==> src/rtl/synth_ld_pkg.sv <==
package synth_ld_pkg;
  localparam int unsigned REF_W   = 14;
  localparam int unsigned SWAL_W  = 7;
  localparam int unsigned PROG_W  = 11;
  localparam int unsigned REF_MIN = 3;
  localparam int unsigned FLAG_N  = 4;
  localparam int unsigned WORD_W  = 1 + REF_W + FLAG_N;

  typedef struct packed {
    logic             cp_sel;
    logic             lock_sel;
    logic             phase_pol;
    logic             presc_sel;
    logic [REF_W-1:0] ratio;
  } ref_cfg_t;

  typedef struct packed {
    logic [PROG_W-1:0] n;
    logic [SWAL_W-1:0] a;
  } main_cfg_t;
endpackage

==> src/rtl/ser_sync.sv <==
module ser_sync #(
  parameter int unsigned W = 3
) (
  input  logic         clk_i,
  input  logic         rst_ni,
  input  logic [W-1:0] d_i,
  output logic [W-1:0] q_o
);
  logic [W-1:0] stg1_q;
  logic [W-1:0] stg2_q;

  for (genvar g = 0; g < W; g++) begin : g_bit
    always_ff @(posedge clk_i or negedge rst_ni) begin
      if (!rst_ni) begin
        stg1_q[g] <= 1'b0;
        stg2_q[g] <= 1'b0;
      end else begin
        stg1_q[g] <= d_i[g];
        stg2_q[g] <= stg1_q[g];
      end
    end
  end

  assign q_o = stg2_q;
endmodule

==> src/rtl/ser_shift.sv <==
module ser_shift #(
  parameter int unsigned SR_W = 19
) (
  input  logic            clk_i,
  input  logic            rst_ni,
  input  logic            sclk_i,
  input  logic            dat_i,
  input  logic            le_i,
  output logic [SR_W-1:0] word_o,
  output logic            le_rise_o
);
  logic            sclk_prev_q, le_prev_q;
  logic            sclk_rise;
  logic [SR_W-1:0] sr_q, sr_d;

  always_comb begin
    sclk_rise = sclk_i & ~sclk_prev_q;
    le_rise_o = le_i & ~le_prev_q;
    sr_d      = sr_q;
    if (sclk_rise) sr_d = {sr_q[SR_W-2:0], dat_i};
  end

  always_ff @(posedge clk_i or negedge rst_ni) begin
    if (!rst_ni) begin
      sclk_prev_q <= 1'b0;
      le_prev_q   <= 1'b0;
      sr_q        <= '0;
    end else begin
      sclk_prev_q <= sclk_i;
      le_prev_q   <= le_i;
      sr_q        <= sr_d;
    end
  end

  assign word_o = sr_q;

  AST_SHIFT_IN: assert property (@(posedge clk_i) disable iff (!rst_ni)
    (sclk_i && !sclk_prev_q) |=> sr_q == {$past(sr_q[SR_W-2:0]), $past(dat_i)});
  AST_SHIFT_HOLD: assert property (@(posedge clk_i) disable iff (!rst_ni)
    !(sclk_i && !sclk_prev_q) |=> $stable(sr_q));
  AST_LE_SINGLE_EDGE: assert property (@(posedge clk_i) disable iff (!rst_ni)
    le_rise_o |=> !le_rise_o);
endmodule

==> src/rtl/bank_latch.sv <==
module bank_latch
  import synth_ld_pkg::*;
#(
  parameter int unsigned R_MIN = REF_MIN
) (
  input  logic              clk_i,
  input  logic              rst_ni,
  input  logic              le_rise_i,
  input  logic [WORD_W-1:0] word_i,
  output ref_cfg_t          ref_o,
  output main_cfg_t         main_o,
  output logic              ref_upd_o,
  output logic              main_upd_o
);
  localparam logic [REF_W-1:0] R_MIN_V = REF_W'(R_MIN);

  ref_cfg_t  ref_q, ref_d, ref_new;
  main_cfg_t main_q, main_d, main_new;
  logic      ref_upd_q, main_upd_q;
  logic      ref_ld, main_ld;

  always_comb begin
    ref_new  = ref_cfg_t'(word_i[WORD_W-1:1]);
    main_new = main_cfg_t'(word_i[WORD_W-1:1]);
    ref_ld   = le_rise_i & word_i[0] & (ref_new.ratio >= R_MIN_V);
    main_ld  = le_rise_i & ~word_i[0];
    ref_d    = ref_ld  ? ref_new  : ref_q;
    main_d   = main_ld ? main_new : main_q;
  end

  always_ff @(posedge clk_i or negedge rst_ni) begin
    if (!rst_ni) begin
      ref_q       <= '0;
      ref_q.ratio <= R_MIN_V;
      main_q      <= '0;
      ref_upd_q   <= 1'b0;
      main_upd_q  <= 1'b0;
    end else begin
      ref_q      <= ref_d;
      main_q     <= main_d;
      ref_upd_q  <= ref_ld;
      main_upd_q <= main_ld;
    end
  end

  assign ref_o      = ref_q;
  assign main_o     = main_q;
  assign ref_upd_o  = ref_upd_q;
  assign main_upd_o = main_upd_q;

  AST_HOLD_WITHOUT_LATCH: assert property (@(posedge clk_i) disable iff (!rst_ni)
    !le_rise_i |=> $stable(ref_q) && $stable(main_q) && !ref_upd_q && !main_upd_q);
  AST_REF_FLOOR: assert property (@(posedge clk_i) disable iff (!rst_ni)
    ref_q.ratio >= R_MIN_V);
  AST_REJECT_KEEPS: assert property (@(posedge clk_i) disable iff (!rst_ni)
    (le_rise_i && word_i[0] && word_i[REF_W:1] < R_MIN_V) |=> $stable(ref_q) && !ref_upd_q);
  AST_MAIN_SPARES_REF: assert property (@(posedge clk_i) disable iff (!rst_ni)
    (le_rise_i && !word_i[0]) |=> $stable(ref_q) && main_upd_q);
  AST_REF_SPARES_MAIN: assert property (@(posedge clk_i) disable iff (!rst_ni)
    (le_rise_i && word_i[0]) |=> $stable(main_q));
  AST_STROBE_ONEHOT: assert property (@(posedge clk_i) disable iff (!rst_ni)
    $onehot0({ref_upd_q, main_upd_q}));
  AST_STROBE_PULSE: assert property (@(posedge clk_i) disable iff (!rst_ni)
    (ref_upd_q || main_upd_q) |=> !ref_upd_q && !main_upd_q);
endmodule

==> src/rtl/ser_synth_loader.sv <==
module ser_synth_loader
  import synth_ld_pkg::*;
#(
  parameter int unsigned R_MIN = REF_MIN
) (
  input  logic              clk_i,
  input  logic              rst_ni,
  input  logic              ser_clk_i,
  input  logic              ser_dat_i,
  input  logic              ser_le_i,
  output logic [REF_W-1:0]  ref_ratio_o,
  output logic              presc_sel_o,
  output logic              phase_pol_o,
  output logic              lock_sel_o,
  output logic              cp_sel_o,
  output logic [SWAL_W-1:0] main_a_o,
  output logic [PROG_W-1:0] main_n_o,
  output logic              ref_upd_o,
  output logic              main_upd_o
);
  logic [1:0]        rst_sync_q;
  logic              rst_n;
  logic [2:0]        pins_s;
  logic [WORD_W-1:0] word;
  logic              le_rise;
  ref_cfg_t          ref_cfg;
  main_cfg_t         main_cfg;

  always_ff @(posedge clk_i or negedge rst_ni) begin
    if (!rst_ni) rst_sync_q <= 2'b00;
    else         rst_sync_q <= {rst_sync_q[0], 1'b1};
  end
  assign rst_n = rst_sync_q[1];

  ser_sync #(.W(3)) u_sync (
    .clk_i (clk_i),
    .rst_ni(rst_n),
    .d_i   ({ser_le_i, ser_dat_i, ser_clk_i}),
    .q_o   (pins_s)
  );

  ser_shift #(.SR_W(WORD_W)) u_shift (
    .clk_i    (clk_i),
    .rst_ni   (rst_n),
    .sclk_i   (pins_s[0]),
    .dat_i    (pins_s[1]),
    .le_i     (pins_s[2]),
    .word_o   (word),
    .le_rise_o(le_rise)
  );

  bank_latch #(.R_MIN(R_MIN)) u_bank (
    .clk_i     (clk_i),
    .rst_ni    (rst_n),
    .le_rise_i (le_rise),
    .word_i    (word),
    .ref_o     (ref_cfg),
    .main_o    (main_cfg),
    .ref_upd_o (ref_upd_o),
    .main_upd_o(main_upd_o)
  );

  assign ref_ratio_o = ref_cfg.ratio;
  assign presc_sel_o = ref_cfg.presc_sel;
  assign phase_pol_o = ref_cfg.phase_pol;
  assign lock_sel_o  = ref_cfg.lock_sel;
  assign cp_sel_o    = ref_cfg.cp_sel;
  assign main_a_o    = main_cfg.a;
  assign main_n_o    = main_cfg.n;
endmodule

==> config.mk <==
export PLATFORM = sky130hd
export DESIGN_NAME = ser_synth_loader
export DESIGN_NICKNAME = d
export VERILOG_FILES = /design/src/rtl/synth_ld_pkg.sv /design/src/rtl/ser_sync.sv /design/src/rtl/ser_shift.sv /design/src/rtl/bank_latch.sv /design/src/rtl/ser_synth_loader.sv
export SDC_FILE = /design/constraint.sdc
export NUM_CORES = 1
export LEC_CHECK = 0
export ABC_CLOCK_PERIOD_IN_PS = 3250
export BUFFER_PORTS_ARGS = -buffer_cell sky130_fd_sc_hd__buf_2
export CORE_MARGIN = 2
export CORE_UTILIZATION = 25
export CTS_BUF_LIST = sky130_fd_sc_hd__clkbuf_4
export DETAILED_ROUTE_END_ITERATION = 16
export PLACE_DENSITY = 0.53
export SYNTH_ARGS = -nofsm -noshare
export SYNTH_HDL_FRONTEND = slang
export SYNTH_SLANG_ARGS = --single-unit
==> constraint.sdc <==
create_clock -name clk_i -period 3.25 [get_ports clk_i]
set_input_delay 0.4875 -clock clk_i [delete_from_list [all_inputs] [get_ports clk_i]]
set_output_delay 0.4875 -clock clk_i [all_outputs]
set_load 0.01 [all_outputs]
==> results.py, run 1 <==
metrics = {
    "run_status": {
        "outcome": "complete, no violations",
    },
    "synthesis": {
        "synth_area_mm2": 0.00242,
        "post-synth-top-count-cell": "dfrtp_1",
        "synth.top_cell.area_share": 0.671,
        "yosys-top-cells-area": "dfrtp_1 67%, mux2_2 19%, a22o_1 4.0%",
        "synth_fp_nets": 151,
        "synthArstFlopShare": 1.00,
        "avgSynthCellArea_um2": 16.6,
        "ys_types": 22,
        "ys_seq_area_frac": 0.693,
        "ys_seq_elements": 67,
        "synth_cells": 146,
        "synth_edf_count": 0,
        "synth_top_cell_by_area": "dfrtp_1",
        "ys_warn_count": 0,
        "ys.flop_type": "dfrtp_1",
        "synthTopCellsByCount": "65 x dfrtp_1, 41 x mux2_2, 11 x a22o_1",
    },
    "min_path": {
        "holdPathStages": 1,
        "holdCritStartpoint": "ser_clk_i",
        "min_path_type": "primary input to flip-flop",
    },
    "pwr": {
        "power.density_mw_per_mm2": 846,
        "ir_drop_mv": 0.297,
        "power_leakage_uw": 0.00145,
        "design_power_total_uw": 2500,
    },
    "global_routing": {
        "overflow": 0,
        "grt_util_all_layers": 0.100,
        "grt_max_degree": 37,
        "antenna_found_initial": 0,
        "grt_first_pass_wirelength_mm": 7.69,
        "grt_pass1_vias": 1382,
    },
    "critical_path": {
        "worstReg2RegStart": "u_shift.word_o[6]$_DFFE_PN0P_",
        "slowest_delay_ps": 760,
        "critPathCaptureType": "flip-flop",
        "critPathLaunchType": "flip-flop",
        "crit_path_cell_trace": "or4_2, o41ai_4, mux2_2",
        "reg2reg_depth": 3,
        "worstSetupPathType": "flip-flop to flip-flop",
        "critPathMaxFanout": 5,
        "crit_required_ps": 3540,
        "startpoint": "u_shift.word_o[6]$_DFFE_PN0P_",
        "cp.arrival_ps": 2370,
        "critPathSlowestCell": "or4_2",
    },
    "drt": {
        "drt_first_pass_iters": 4,
        "ant_nets": 0,
        "vias": 1380,
        "viasPerCell": 4.19,
        "routedWlPerCell_um": 14.7,
        "dr.first_iter.drc_count": 49,
        "drc": 0,
        "drt-total-wl_mm": 4.82,
    },
    "sta": {
        "period_needed_ps": 2080,
        "hold_violations": 0,
        "timing.fmax_mhz": 480,
        "min_period_over_period": 0.641,
        "hold_ws_ps": 194,
        "setup_violations": 0,
        "finalSetupTns_ps": 0,
        "final_max_slew_viol_count": 0,
        "rsz0062_at_grt": "no",
        "finClkSkew_ps": 8.27,
        "tightestPinTransition_ps": 1020,
        "slew_headroom": 0.315,
    },
    "floorplanning": {
        "die_w_um": 102,
        "dieArea_mm2": 0.0105,
        "core_mm2": 0.00933,
        "rows": 35,
        "start_util": 0.260,
        "die_h_um": 102,
        "io-pin-count": 43,
    },
    "cts": {
        "cts_tree": "yes",
        "numClockSinks": 67,
        "root_buffer": "clkbuf_4",
        "clk_pin_slew_ps": 110,
        "htree_levels": 3,
        "clockBufferDepth": 2,
        "insertion_delay_ps": 390,
        "cts_buffers": 9,
    },
    "finish": {
        "syn_to_final_growth_pct": 21.8,
        "layout-drive-gt1-share": 0.555,
        "nNetsFinal": 201,
        "regArea_mm2": 0.00168,
        "multi_input_area_um2": 707,
        "fillers": 940,
        "antenna_cells": 0,
    },
    "placed_design": {
        "gp_congestion": 0.739,
        "dp_hpwl_mm": 3.21,
        "port_buffers": 42,
    },
    "job": {
        "maxCapViolations": 0,
    },
}
-- power breakdown --
group	switching [uW]	leakage, uW	internal, uW	total [uW]
Combinational	271	0.000517	328	599
Sequential	217	0.000850	1090	1310
Clock	282	0.0000792	303	584
Total	770	0.00145	1730	2500
-- cell type report --
cell class | instances | area share
sequential | 67 | 0.569
multi-input combinational | 69 | 0.240
timing repair buffer | 46 | 0.0822
tap | 129 | 0.0547
clock inverter | 6 | 0.0276
clock buffer | 9 | 0.0229
inverter | 3 | 0.00382
-- metal layers --
| layer | track usage | routed length (um) |
|---|---|---|
| met2 | 0.147 | 2250 |
| met5 | 0 | 0 |
| met3 | 0.0404 | 264 |
| met4 | 0.0369 | 69 |
| met1 | 0.133 | 2240 |
-- cell families (layout without fill, tap and decap cells) --
logic type	Yosys count	count (layout)	synth area share
AOI/OAI and AO/OA	16	16	0.0645
buffers and inverters	10	64	0.0186
DFF	67	67	0.693
muxes	41	41	0.190
other	1	1	0.00155
and+or+nand+nor	11	11	0.0320
-- worst max-delay path, delay by kind of cell (launching register included) --
kind | cells | cell delay [ps]
AND/OR/NAND/NOR | 1 | 760
flip-flops | 1 | 440
AO/OA/AOI/OAI | 1 | 390
multiplexers | 1 | 380
-- path summary, 6_finish.rpt --
kind | to | slack (ps)
worst min register to register | u_shift.word_o[0]$_DFFE_PN0P_ | 350
max in group asynchronous | u_bank.ref_o[0]$_DFFE_PN1P_ | 1990
worst max-delay path | u_bank.ref_o[17]$_DFFE_PN0P_ | 1170
worst min-delay path | u_sync.stg1_q[0]$_DFF_PN0_ | 190
worst max register to register | u_bank.ref_o[17]$_DFFE_PN0P_ | 1170
min in group asynchronous | u_shift.word_o[0]$_DFFE_PN0P_ | 350
-- sequential cells by signal, summed over array words and instances, names as in the netlist --
signal               cells
rst_sync_q               2
u_bank.main_o           18
u_bank.main_upd_o        1
u_bank.ref_o            18
u_bank.ref_upd_o         1
u_shift.le_prev_q        1
u_shift.sclk_prev_q      1
u_shift.word_o          19
u_sync.q_o               3
u_sync.stg1_q            3
-- timing repair --
item | in CTS | in global routing
setup endpoints to repair | 0 | 0
resized for setup | 0 | 0
setup buffers | 0 | 0
endpoints found under the hold margin | 2 | 0
hold buffers | 1 | 0
-- through the flow --
| stage | instances | setup slack, ps | instance area (um^2) | utilization |
|---|---|---|---|---|
| detailed placement | 313 | 1150 | 2790 | 0.299 |
| floorplan | 146 | 1210 | 2420 | - |
| CTS | 329 | 1130 | 2950 | 0.316 |
| global route | 329 | 981 | 2950 | 0.316 |
| finish | 329 | 1170 | 2950 | 0.316 |
| global placement | 313 | 1180 | 2790 | 0.299 |
-- cells in the final DEF (no fill, tap or decap), types with 3 or more instances in the layout --
| cell type | count |
|---|---|
| mux2_2 | 41 |
| clkbuf_4 | 9 |
| buf_4 | 3 |
| buf_2 | 42 |
| dfrtp_1 | 64 |
| inv_1 | 3 |
| a22o_1 | 11 |
Note: power is estimated with default switching activity, not from simulation.
==> run 2, diff against run 1 <==
--- a/config.mk
+++ b/config.mk
@@ -5,7 +5,7 @@
 export SDC_FILE = /design/constraint.sdc
 export NUM_CORES = 1
 export LEC_CHECK = 0
-export ABC_CLOCK_PERIOD_IN_PS = 3250
+export ABC_CLOCK_PERIOD_IN_PS = 1950
 export BUFFER_PORTS_ARGS = -buffer_cell sky130_fd_sc_hd__buf_2
 export CORE_MARGIN = 2
 export CORE_UTILIZATION = 25
==> constraint.sdc (replaced) <==
create_clock -name clk_i -period 1.95 [get_ports clk_i]
set_input_delay 0.2925 -clock clk_i [delete_from_list [all_inputs] [get_ports clk_i]]
set_output_delay 0.2925 -clock clk_i [all_outputs]
set_load 0.01 [all_outputs]
==> results.py, run 2 (synthesis results as in run 1) <==
metrics = {
    "run_status": {
        "outcome": "complete, no violations",
    },
    "pwr": {
        "ir_drop_mv": 0.427,
        "design_power_total_uw": 4350,
        "combPwrFrac": 0.316,
        "p_seq_frac": 0.474,
        "power_leakage_uw": 0.00157,
        "p_sw_uw": 1350,
        "cellInternalPower_uw": 2990,
        "power.density_mw_per_mm2": 1370,
        "switching_share": 0.311,
        "pwr-share-clk": 0.209,
    },
    "sta": {
        "finalSetupTns_ps": 0,
        "timing.fmax_mhz": 523,
        "setup_violations": 0,
        "hold_violations": 0,
        "min_period_over_period": 0.980,
        "final_max_slew_viol_count": 0,
        "rsz0062_at_grt": "yes",
        "period_needed_ps": 1910,
        "finClkSkew_ps": 16.2,
    },
    "cts": {
        "numClockSinks": 67,
        "htree_levels": 3,
        "cts_buffers": 9,
        "clockBufferDepth": 2,
        "clk_pin_slew_ps": 110,
        "cts_tree": "yes",
        "root_buffer": "clkbuf_4",
        "insertion_delay_ps": 420,
    },
    "drt": {
        "routedWlPerCell_um": 14.0,
        "drt_first_pass_iters": 4,
        "ant_nets": 0,
        "viasPerCell": 4.01,
        "drt-total-wl_mm": 4.94,
        "vias": 1415,
        "dr.first_iter.drc_count": 69,
        "drc": 0,
    },
    "global_routing": {
        "grt_util_all_layers": 0.107,
        "overflow": 0,
        "grt_pass1_vias": 1532,
        "grt_first_pass_wirelength_mm": 8.22,
        "grt_max_degree": 66,
        "antenna_found_initial": 0,
    },
    "critical_path": {
        "r2r_end": "u_bank.ref_o[15]$_DFFE_PN0P_",
        "crit_path_cell_trace": "or4_4, o41ai_4, buf_6, mux2_4",
        "crit_required_ps": 2260,
        "critPathLaunchType": "flip-flop",
        "slowest_delay_ps": 550,
        "worstSetupPathType": "flip-flop to flip-flop",
        "critPathSlowestCell": "or4_4",
        "worstReg2RegStart": "u_shift.word_o[8]$_DFFE_PN0P_",
        "cp.arrival_ps": 2220,
        "critPathMaxFanout": 5,
        "rrSetupSlack_ps": 40,
        "reg2reg_depth": 4,
        "critPathCaptureType": "flip-flop",
    },
    "placed_design": {
        "gp_congestion": 0.733,
        "port_buffers": 42,
        "dp_hpwl_mm": 3.19,
    },
    "finish": {
        "nNetsFinal": 224,
        "syn_to_final_growth_pct": 30.5,
        "final_common_cell": "dfrtp_1",
        "largest_reg_flops": 19,
        "final_cell_mix": "64 x dfrtp_1, 42 x buf_2, 37 x mux2_2",
        "antenna_cells": 0,
        "layout-drive-gt1-share": 0.598,
    },
    "floorplanning": {
        "core_mm2": 0.00933,
        "io-pin-count": 43,
        "die_h_um": 102,
        "dieArea_mm2": 0.0105,
        "start_util": 0.260,
        "die_w_um": 102,
        "rows": 35,
    },
    "job": {
        "maxCapViolations": 0,
    },
    "min_path": {
        "min_path_type": "primary input to asynchronous set/reset pin",
    },
}
-- run 2: cell types whose count changed in the layout (fill, tap and decap cells not counted), sizes merged --
| cell | delta |
|---|---|
| clkbuf | +2 |
| clkinv | -1 |
| buf | +20 |
| clkinvlp | +1 |
| bufinv | -1 |
| dlygate4sd3 | +3 |
-- run 2: cell type report --
| class | count | area [um^2] |
|---|---|---|
| clock buffers | 11 | 82.6 |
| clock inverters | 5 | 55.1 |
| fillers | 927 | 6170 |
| inverters | 3 | 11.3 |
| multi-input cells | 69 | 728 |
| flip-flops and latches | 67 | 1680 |
| well taps | 129 | 161 |
| repair buffers | 69 | 443 |
-- run 2: metal layers --
| layer | vias up | GRT usage | routed length, um |
|---|---|---|---|
| met5 | - | 0 | 0 |
| met4 | 0 | 0.0462 | 93 |
| met3 | 10 | 0.0417 | 242 |
| met2 | 37 | 0.154 | 2170 |
| met1 | 692 | 0.141 | 2430 |
| li1 | 676 | - | - |
-- run 2: what timing repair did --
| item | in CTS | in global routing |
|---|---|---|
| setup endpoints to repair | 3 | 15 |
| cloned | 0 | 0 |
| resized for setup | 0 | 6 |
| pin swaps | 1 | 2 |
| buffers inserted | 1 | 0 |
| hold buffers | 4 | 0 |
| endpoints found under the hold margin | 5 | 0 |
-- run 2: worst max-delay path: cells and delay by family (launching register included) --
kind	cells	cell delay [ps]
flops	1	400
buf+inv	1	180
compound gates	1	370
simple gates	1	550
mux	1	300
-- run 2: metrics by stage --
stage | utilization | instances | worst slack [ps] | hold slack (ps) | instance area (um^2)
floorplan | - | 146 | -56.3 | -3.09 | 2430
detailed placement | 0.317 | 332 | 7.54 | 80.6 | 2950
CTS | 0.337 | 353 | 2.78 | 151 | 3140
global route | 0.339 | 353 | -26.7 | 151 | 3160
global placement | 0.317 | 332 | 30.5 | 78.7 | 2950
finish | 0.339 | 353 | 39.8 | 167 | 3160
-- run 2: worst max-delay path by stage --
stage                              startpoint                           end  slack, ps  cells past startpoint
2_1_floorplan   u_shift.word_o[8]$_DFFE_PN0P_  u_bank.ref_o[14]$_DFFE_PN0P_        -60                      3
6_report        u_shift.word_o[8]$_DFFE_PN0P_  u_bank.ref_o[15]$_DFFE_PN0P_         40                      4
3_5_place_dp    u_shift.word_o[8]$_DFFE_PN0P_  u_bank.ref_o[17]$_DFFE_PN0P_          8                      4
5_1_grt        u_shift.word_o[13]$_DFFE_PN0P_  u_bank.ref_o[17]$_DFFE_PN0P_        -30                      4
3_3_place_gp    u_shift.word_o[8]$_DFFE_PN0P_  u_bank.ref_o[15]$_DFFE_PN0P_         30                      4
4_1_cts         u_shift.word_o[5]$_DFFE_PN0P_  u_bank.ref_o[17]$_DFFE_PN0P_          3                      4
-- run 2: power groups by stage --
stage               sequential, uW  combinational [uW]  clock (uW)
floorplan                     2250                 526           0
CTS                           2070                1400         953
global route                  2130                1510        1010
global placement              2090                1360           0
finish                        2060                1370         910
detailed placement            2090                1380           0
==> run 3, diff against run 2 <==
--- a/config.mk
+++ b/config.mk
@@ -11,6 +11,7 @@
 export CORE_UTILIZATION = 25
 export CTS_BUF_LIST = sky130_fd_sc_hd__clkbuf_4
 export DETAILED_ROUTE_END_ITERATION = 16
+export GPL_TIMING_DRIVEN = 0
 export PLACE_DENSITY = 0.53
 export SYNTH_ARGS = -nofsm -noshare
 export SYNTH_HDL_FRONTEND = slang
==> results.py, run 3 (synthesis results as in run 1) <==
metrics = {
    "critical_path": {
        "critPathLaunchType": "flip-flop",
        "slowest_delay_ps": 560,
        "crit_required_ps": 2240,
        "critPathMaxFanout": 6,
        "critPathSlowestCell": "or4_4",
        "reg2reg_depth": 4,
        "crit_path_cell_trace": "or4_4, o41ai_4, buf_6, mux2_4",
        "startpoint": "u_shift.word_o[11]$_DFFE_PN0P_",
        "cp.arrival_ps": 2230,
        "r2r_end": "u_bank.ref_o[15]$_DFFE_PN0P_",
        "worstReg2RegStart": "u_shift.word_o[11]$_DFFE_PN0P_",
        "critPathCaptureType": "flip-flop",
        "worstSetupPathType": "flip-flop to flip-flop",
        "rrSetupSlack_ps": 9,
    },
    "drt": {
        "vias": 1438,
        "routedWlPerCell_um": 13.7,
        "wl_met2_mm": 2.24,
        "drc": 0,
        "viasPerCell": 4.14,
        "dr.first_iter.drc_count": 49,
        "wl_met3_um": 280,
        "drt_first_pass_iters": 4,
        "top_layer": "met4",
        "ant_nets": 0,
        "drt-total-wl_mm": 4.76,
        "wl_met1_mm": 2.22,
    },
    "sta": {
        "timing.fmax_mhz": 515,
        "slew_headroom": 0.443,
        "min_period_over_period": 0.996,
        "finClkSkew_ps": 15.5,
        "rsz0062_at_grt": "yes",
        "period_needed_ps": 1940,
        "hold_violations": 0,
        "fin_ws_ps": 8.67,
        "final_max_slew_viol_count": 0,
        "tightestPinTransition_ps": 836,
        "setup_violations": 0,
    },
    "pwr": {
        "power.density_mw_per_mm2": 1430,
        "power_leakage_uw": 0.00155,
        "ir_drop_mv": 0.485,
    },
    "finish": {
        "largest_reg_flops": 19,
        "final_cell_mix": "63 x dfrtp_1, 44 x buf_2, 37 x mux2_2",
        "final_common_cell": "dfrtp_1",
        "nNetsFinal": 218,
        "regArea_mm2": 0.00168,
        "layout-drive-gt1-share": 0.569,
        "fillers": 956,
        "syn_to_final_growth_pct": 29.1,
        "fin_area_mm2": 0.00313,
        "multi_input_area_um2": 721,
        "antenna_cells": 0,
    },
    "floorplanning": {
        "die_w_um": 102,
        "rows": 35,
        "core_mm2": 0.00933,
        "start_util": 0.260,
        "dieArea_mm2": 0.0105,
        "io-pin-count": 43,
        "die_h_um": 102,
    },
    "run_status": {
        "outcome": "complete, no violations",
    },
    "min_path": {
        "min_path_type": "primary input to asynchronous set/reset pin",
    },
    "global_routing": {
        "grt_first_pass_wirelength_mm": 7.89,
        "grt_util_all_layers": 0.103,
        "grt_pass1_vias": 1462,
        "grt_max_degree": 66,
        "overflow": 0,
        "antenna_found_initial": 0,
    },
    "cts": {
        "numClockSinks": 67,
        "cts_tree": "yes",
        "clk_pin_slew_ps": 120,
        "clockBufferDepth": 2,
        "htree_levels": 3,
        "cts_buffers": 9,
        "insertion_delay_ps": 400,
        "root_buffer": "clkbuf_4",
    },
    "placed_design": {
        "dp_hpwl_mm": 3.04,
        "port_buffers": 42,
        "gp_congestion": 0.675,
        "placed_area_mm2": 0.00281,
        "place_ws_ps": -319,
    },
    "job": {
        "maxCapViolations": 0,
    },
}
## run 3: cell count changes in the layout (fill, tap and decap cells not counted), sizes merged
cell	delta
clkbuf	+2
bufinv	+2
buf	-10
clkinv	+2
clkinvlp	-2
## run 3: worst max-delay path by stage
| stage | endpoint | slack [ps] |
|---|---|---|
| global placement | u_bank.ref_o[15]$_DFFE_PN0P_ | -320 |
| floorplan | u_bank.ref_o[14]$_DFFE_PN0P_ | -60 |
| detailed placement | u_bank.ref_o[15]$_DFFE_PN0P_ | -320 |
| finish | u_bank.ref_o[15]$_DFFE_PN0P_ | 9 |
| global route | u_bank.ref_o[15]$_DFFE_PN0P_ | -50 |
| CTS | u_bank.ref_o[17]$_DFFE_PN0P_ | -2 |
## run 3: power breakdown
group | total [uW] | internal (uW) | leakage [uW] | switching (uW)
clock network | 1140 | 647 | 0.0000975 | 494
logic | 1170 | 662 | 0.000604 | 507
registers | 2150 | 1830 | 0.000849 | 325
total | 4460 | 3140 | 0.00155 | 1330
## run 3: timing repair
action	CTS	global route
setup endpoints to repair	36	14
pin swaps	3	0
buffers inserted	8	2
endpoints found under the hold margin	5	0
hold buffers	4	0
resized for setup	8	3
gates cloned	0	0
## run 3: worst max-delay path: cells and delay by family (launching register included)
family,cells,cell delay [ps]
AO/OA/AOI/OAI,1,370
buffers and inverters,1,200
flip-flops,1,400
multiplexers,1,300
AND/OR/NAND/NOR,1,560
## run 3: metal layers
layer	global-route usage	vias up
met2	0.155	43
met5	0	-
met4	0.0246	0
li1	-	668
met3	0.0492	2
met1	0.133	725
## run 3: through the flow
step | cells | hold slack (ps) | total power (uW) | setup TNS [ps] | utilization
CTS | 345 | 155 | 4540 | -2.39 | 0.333
detailed placement | 317 | 79.4 | 3260 | -6670 | 0.301
global route | 347 | 158 | 4760 | -157 | 0.335
global placement | 317 | 78.8 | 3230 | -5970 | 0.300
finish | 347 | 190 | 4460 | 0 | 0.335
floorplan | 146 | -3.09 | 2780 | -225 | -
## run 3: layout make-up
class,instances,area share
multi-input cells,69,0.230
clock buffers,9,0.0216
clock inverters,7,0.0372
flip-flops and latches,67,0.538
inverters,3,0.00360
well taps,129,0.0516
plain buffers,7,0.0124
repair buffers,56,0.105
